**config.mk**
```make
export PLATFORM = sky130hd
export DESIGN_NAME = hiccup_guard
export DESIGN_NICKNAME = d
export VERILOG_FILES = /design/src/rtl/hiccup_guard_pkg.sv /design/src/rtl/hiccup_guard_dp.sv /design/src/rtl/hiccup_guard_ctrl.sv /design/src/rtl/hiccup_guard.sv
export SDC_FILE = /design/constraint.sdc
export NUM_CORES = 1
export LEC_CHECK = 0
export BUFFER_PORTS_ARGS = -buffer_cell sky130_fd_sc_hd__buf_2
export CORE_AREA = 2 2 39 41
export CTS_CLUSTER_DIAMETER = 40
export DETAILED_ROUTE_END_ITERATION = 10
export DIE_AREA = 0 0 41 43
export PLACE_DENSITY = 0.69
export SLEW_MARGIN = 20
export SYNTH_ARGS = -nofsm -noshare
export SYNTH_HDL_FRONTEND = slang
export SYNTH_SLANG_ARGS = --single-unit
```
**constraint.sdc**
```tcl
create_clock -name clk -period 2.4 [get_ports clk]
set_clock_uncertainty 0.15 [all_clocks]
set_input_delay 0.12 -clock clk [delete_from_list [all_inputs] [get_ports clk]]
set_output_delay 0.12 -clock clk [all_outputs]
set_load 0.01 [all_outputs]
```
**src/rtl/hiccup_guard_pkg.sv**
```systemverilog
package hiccup_guard_pkg;

  typedef enum logic [1:0] {
    PH_IDLE = 2'd0,
    PH_OFF  = 2'd1,
    PH_ON   = 2'd2
  } phase_t;

  // strobes from the sequencer to the timing datapath
  typedef struct packed {
    logic clr;    // restart prescaler and window counter
    logic onWin;  // 1: compare against the short window, 0: the long one
  } timerCtl_t;

endpackage

```
**src/rtl/hiccup_guard_dp.sv**
```systemverilog
module hiccup_guard_dp
  import hiccup_guard_pkg::*;
#(
  parameter int TICK_DIV  = 4,
  parameter int OFF_TICKS = 50
) (
  input  logic      clk,
  input  logic      rstN,
  input  timerCtl_t tctl,
  input  logic      thTrip,
  input  logic      thClear,
  output logic      winDone,
  output logic      otfQ
);

  localparam int ON_TICKS = (OFF_TICKS / 10 < 1) ? 1 : OFF_TICKS / 10;
  localparam int DIV_W    = $clog2(TICK_DIV + 1);
  localparam int CNT_W    = $clog2(OFF_TICKS + 1);
  localparam logic [DIV_W-1:0] DIV_LAST = DIV_W'(TICK_DIV - 1);
  localparam logic [CNT_W-1:0] OFF_LAST = CNT_W'(OFF_TICKS - 1);
  localparam logic [CNT_W-1:0] ON_LAST  = CNT_W'(ON_TICKS - 1);

  logic [DIV_W-1:0] divCnt;
  logic [CNT_W-1:0] tickCnt;
  logic             tick;
  logic [CNT_W-1:0] winLast;

  assign tick    = (divCnt == DIV_LAST);
  assign winLast = tctl.onWin ? ON_LAST : OFF_LAST;
  assign winDone = tick && (tickCnt == winLast);

  always_ff @(posedge clk) begin
    if (!rstN || tctl.clr) begin
      divCnt  <= '0;
      tickCnt <= '0;
    end else if (tick) begin
      divCnt  <= '0;
      tickCnt <= tickCnt + 1'b1;
    end else begin
      divCnt  <= divCnt + 1'b1;
    end
  end

  // thermal latch: trip has priority over clear
  always_ff @(posedge clk) begin
    if (!rstN)        otfQ <= 1'b0;
    else if (thTrip)  otfQ <= 1'b1;
    else if (thClear) otfQ <= 1'b0;
  end

  assert_window_bound_R2: assert property (@(posedge clk) disable iff (!rstN)
    tickCnt <= OFF_LAST);
  assert_trip_sets_R9: assert property (@(posedge clk) disable iff (!rstN)
    thTrip |=> otfQ);
  assert_trip_holds_R9: assert property (@(posedge clk) disable iff (!rstN)
    (otfQ && !thClear) |=> otfQ);

endmodule

```
**src/rtl/hiccup_guard_ctrl.sv**
```systemverilog
module hiccup_guard_ctrl
  import hiccup_guard_pkg::*;
(
  input  logic      clk,
  input  logic      rstN,
  input  logic      ovld,
  input  logic      enBit,
  input  logic      staticMode,
  input  logic      thTrip,
  input  logic      otfQ,
  input  logic      winDone,
  output timerCtl_t tctl,
  output logic      outEn,
  output logic      olfFlag
);

  phase_t phase, phaseNxt;
  logic   hold;

  assign hold = !enBit || staticMode || thTrip || otfQ;

  always_comb begin
    phaseNxt = phase;
    if (hold) begin
      phaseNxt = PH_IDLE;
    end else begin
      unique case (phase)
        PH_IDLE: if (ovld) phaseNxt = PH_OFF;
        PH_OFF:  if (winDone) phaseNxt = PH_ON;
        PH_ON: begin
          if (ovld)         phaseNxt = PH_OFF;
          else if (winDone) phaseNxt = PH_IDLE;
        end
        default: phaseNxt = PH_IDLE;
      endcase
    end
  end

  always_ff @(posedge clk) begin
    if (!rstN) phase <= PH_IDLE;
    else       phase <= phaseNxt;
  end

  assign tctl.clr   = (phase == PH_IDLE) || (phaseNxt != phase);
  assign tctl.onWin = (phase == PH_ON);

  assign outEn   = enBit && !otfQ && (staticMode || phase != PH_OFF);
  assign olfFlag = enBit && (staticMode ? ovld : (phase != PH_IDLE));

  assert_off_ignores_ovld_R5: assert property (@(posedge clk) disable iff (!rstN)
    (phase == PH_OFF && !winDone && !hold) |=> phase == PH_OFF);
  assert_on_restart_R4: assert property (@(posedge clk) disable iff (!rstN)
    (phase == PH_ON && ovld && !hold) |=> phase == PH_OFF);
  assert_disable_idle_R8: assert property (@(posedge clk) disable iff (!rstN)
    !enBit |=> phase == PH_IDLE);
  assert_static_idle_R7: assert property (@(posedge clk) disable iff (!rstN)
    staticMode |=> phase == PH_IDLE);
  assert_trip_idle_R10: assert property (@(posedge clk) disable iff (!rstN)
    thTrip |=> phase == PH_IDLE);

endmodule

```
**src/rtl/hiccup_guard.sv**
```systemverilog
module hiccup_guard
  import hiccup_guard_pkg::*;
#(
  parameter int TICK_DIV  = 4,
  parameter int OFF_TICKS = 50
) (
  input  logic clk,
  input  logic rstN,
  input  logic ovld,
  input  logic thTrip,
  input  logic thClear,
  input  logic enBit,
  input  logic staticMode,
  output logic outEn,
  output logic olfFlag,
  output logic otfFlag
);

  timerCtl_t tctl;
  logic      winDone;
  logic      otfQ;

  hiccup_guard_dp #(
    .TICK_DIV (TICK_DIV),
    .OFF_TICKS(OFF_TICKS)
  ) u_dp (
    .clk    (clk),
    .rstN   (rstN),
    .tctl   (tctl),
    .thTrip (thTrip),
    .thClear(thClear),
    .winDone(winDone),
    .otfQ   (otfQ)
  );

  hiccup_guard_ctrl u_ctrl (
    .clk       (clk),
    .rstN      (rstN),
    .ovld      (ovld),
    .enBit     (enBit),
    .staticMode(staticMode),
    .thTrip    (thTrip),
    .otfQ      (otfQ),
    .winDone   (winDone),
    .tctl      (tctl),
    .outEn     (outEn),
    .olfFlag   (olfFlag)
  );

  assign otfFlag = otfQ;

endmodule

```
==> flow_summary.yaml <==
global_route:
  grt_pass1_vias: 458
  grt_pass1_wl_um: 1780
  grt_antenna_before_repair: 0
  grt_start_max_net_pins: 12
  grtUsageTotal_pct: 15.2
  grt_remaining_overflow: 0
layout:
  drive_gt1_share_pct: 25.6
  area_growth_pct: 16.0
  fin_area_um2: 743
  diodes: 0
  fin_nets: 90
placement:
  io_buffers: 9
  dpl_cell_area_um2: 691
  place_ws_ns: 0.381
  gp_congestion: 0.706
  dp_hpwl_um: 756
sta:
  slew-limit-headroom_pct: 67.2
  slew_violations: 0
  period_minus_slack_ns: 2.04
  fin_setup_tns_ns: 0
  tightest_slew_ns: 0.491
  whs_ns: 0.268
  setup_ws_ns: 0.363
  post-route-period-util_pct: 84.9
  finalSetupViolations: 0
  rsz0062_at_grt: "false"
  fmax_ghz: 0.491
  final_hold_viol_count: 0
clocking:
  h-tree-depth: 1
  cts_tree: "yes"
  cts_setup_buffers: 0
  path_clk_slew_ns: 0.07
  root_buffer: "clkbuf_4"
  cts_resized: 0
  cts_sinks: 12
  clock_latency_ns: 0.28
  clk_path_buf_depth: 2
  numCtsBuffers: 3
worst_setup_path:
  r2r_cells: 6
  rrSetupSlack_ns: 0.36
  slowest_stage: "ha_1"
  cp_max_fo: 9
  critPathArrivalTime_ns: 2.03
  path_cells: "ha_1, ha_1, nor3b_4, a21oi_1, o22ai_4, nor3_1"
  cp-end-kind: "flip-flop"
  startpoint_type: "flip-flop"
  reg2reg_from: "u_dp.divCnt[0]"
  critPathKind: "reg -> reg"
  cp_common_cell: "ha_1"
  cpPeakStageDelay_ns: 0.38
  r2r_end: "u_dp.tickCnt[1]"
  worstPathRequired_ns: 2.39
power:
  p_leak_nw: 0.259
  peakVddDrop_mv: 0.288
  pwr_density_cell_nw_per_um2: 472
route:
  vias: 498
  drt_iter0_drc: 12
  post_drt_via_cell_ratio: 5.30
  first_pass_iters: 4
  wl_um: 1070
  drc_errors: 0
  routedWlPerCell_um: 11.4
  ant_nets: 0
floorplan:
  fp.dieW_um: 41
  dieArea_um2: 1760
  ioPinCount: 10
  rows: 14
  initial_core_util_pct: 46.3
  coreArea_um2: 1380
  die_y_um: 43
synth:
  synth_area_per_cell_um2: 9.86
  ys_warn_count: 0
  syn_inst: 65
  yosysSeqAreaShare_pct: 37.5
  syn_nets: 75
  netlist_area_um2: 641
  synth-seq-cells: 12
  ys_types: 26
min_path:
  min_path_type: "in -> reg"
  worstHoldStart: "thTrip"
  hold_end: "u_dp.divCnt[2]"
  min_path_cells: 4
run:
  drv_cap: 0
run_status:
  status: "finished, final reports clean"
==> layout make-up <==
type                            instances  area (µm²)
Clock buffer                            3        22.5
Fill cell                             127         641
Inverter                                5        18.8
Multi-Input combinational cell         46         367
Sequential cell                        12         240
Tap cell                               16        20.0
Timing Repair Buffer                   12        75.1
==> cell usage in the layout (no fill, tap or decap), drive strengths merged <==
cell type,instances
inv,5
xor2,3
o22ai,1
nand2,2
a21oi,3
dlygate4sd3,3
o21ai,1
nor4,3
xnor2,2
nor4b,1
nor2b,2
nor2,6
buf,9
clkbuf,3
a211oi,1
ha,3
nor3b,1
nand3,1
o21a,2
nand2b,2
dfxtp,12
mux2i,1
a31oi,2
nand4,2
nor3,6
and4b,1
==> worst max-delay path by stage <==
stage	from	to	slack, ns	cells past startpoint
2_1_floorplan	u_dp.divCnt[0]	u_dp.divCnt[0]	0.64	7
3_3_place_gp	u_dp.divCnt[0]	u_dp.tickCnt[3]	0.44	6
3_5_place_dp	u_dp.divCnt[0]	u_dp.tickCnt[1]	0.38	6
4_1_cts	u_dp.divCnt[0]	u_dp.tickCnt[1]	0.36	6
5_1_grt	u_dp.divCnt[0]	u_dp.tickCnt[2]	0.24	6
6_report	u_dp.divCnt[0]	u_dp.tickCnt[1]	0.36	6
==> synthesized netlist by cell type <==
| library cell | instances | share of area [%] |
|---|---|---|
| a211oi_1 | 1 | 1.2 |
| a21oi_1 | 2 | 1.6 |
| a21oi_2 | 1 | 1.4 |
| a31oi_1 | 2 | 2.0 |
| and4b_4 | 1 | 2.1 |
| buf_6 | 1 | 1.8 |
| clkbuf_1 | 1 | 0.59 |
| dfxtp_1 | 12 | 37 |
| ha_1 | 3 | 5.9 |
| inv_1 | 5 | 2.9 |
| mux2i_1 | 1 | 1.6 |
| nand2_1 | 2 | 1.2 |
| nand2b_1 | 2 | 2.0 |
| nand3_1 | 1 | 0.78 |
| nand4_1 | 2 | 2.0 |
| nor2_1 | 6 | 3.5 |
| nor2b_1 | 2 | 2.0 |
| nor3_1 | 6 | 4.7 |
| nor3b_4 | 1 | 2.9 |
| nor4_2 | 3 | 5.9 |
| nor4b_4 | 1 | 3.7 |
| o21a_1 | 2 | 2.3 |
| o21ai_0 | 1 | 0.78 |
| o22ai_4 | 1 | 3.1 |
| xnor2_1 | 2 | 2.7 |
| xor2_1 | 3 | 4.1 |
==> worst max-delay path: cells and delay by family, from the launching register on <==
kind	cells	cell delay (ns)
and+or+nand+nor	2	0.43
adders and majority gates	2	0.53
DFF	1	0.35
AOI/OAI and AO/OA	2	0.44
==> kinds of logic (layout without fill, tap and decap cells) <==
| kind of cell | count (synthesis) | count (layout) | share of synthesized area [%] |
|---|---|---|---|
| AND/OR/NAND/NOR | 27 | 27 | 30.7 |
| multiplexers | 1 | 1 | 1.56 |
| AO/OA/AOI/OAI | 10 | 10 | 12.3 |
| adder cells (fa/ha/maj) | 3 | 3 | 5.86 |
| flip-flops | 12 | 12 | 37.5 |
| XOR/XNOR | 5 | 5 | 6.84 |
| buffers and inverters | 7 | 20 | 5.27 |
==> power by group <==
part	internal [mW]	leakage (nW)	switching (mW)	total (mW)
clock	0.0582	0.0138	0.0647	0.123
sequential	0.200	0.0969	0.000878	0.201
combinational	0.0140	0.149	0.0125	0.0265
total	0.273	0.259	0.0781	0.351
==> routing by layer <==
layer  GRT usage, %  vias to the layer above  share of wire [%]  routed length (µm)
li1               -                      256                  -                   -
met3           4.71                        3                6.3                  68
met5              0                        -                  0                   0
met4           10.0                        0                2.9                  31
met2           21.6                       20                 43                 466
met1           18.8                      219                 47                 509
==> state kept, by name (all words and copies together) (netlist names) <==
register      cells
u_dp.divCnt       3
u_ctrl.phase      2
u_dp.tickCnt      6
u_dp.otfQ         1
==> repair_timing <==
action | in CTS | in global routing
endpoints found under the hold margin | 2 | 0
hold buffers | 3 | 0
setup endpoints to repair | 0 | 0
==> stage by stage <==
step | utilization (%) | std cells | power (mW)
floorplan | - | 65 | 0.218
global placement | 49.9 | 88 | 0.228
detailed placement | 49.9 | 88 | 0.228
CTS | 53.7 | 94 | 0.357
global route | 53.7 | 94 | 0.368
finish | 53.7 | 94 | 0.351
Note: power is estimated with default switching activity, not from simulation.
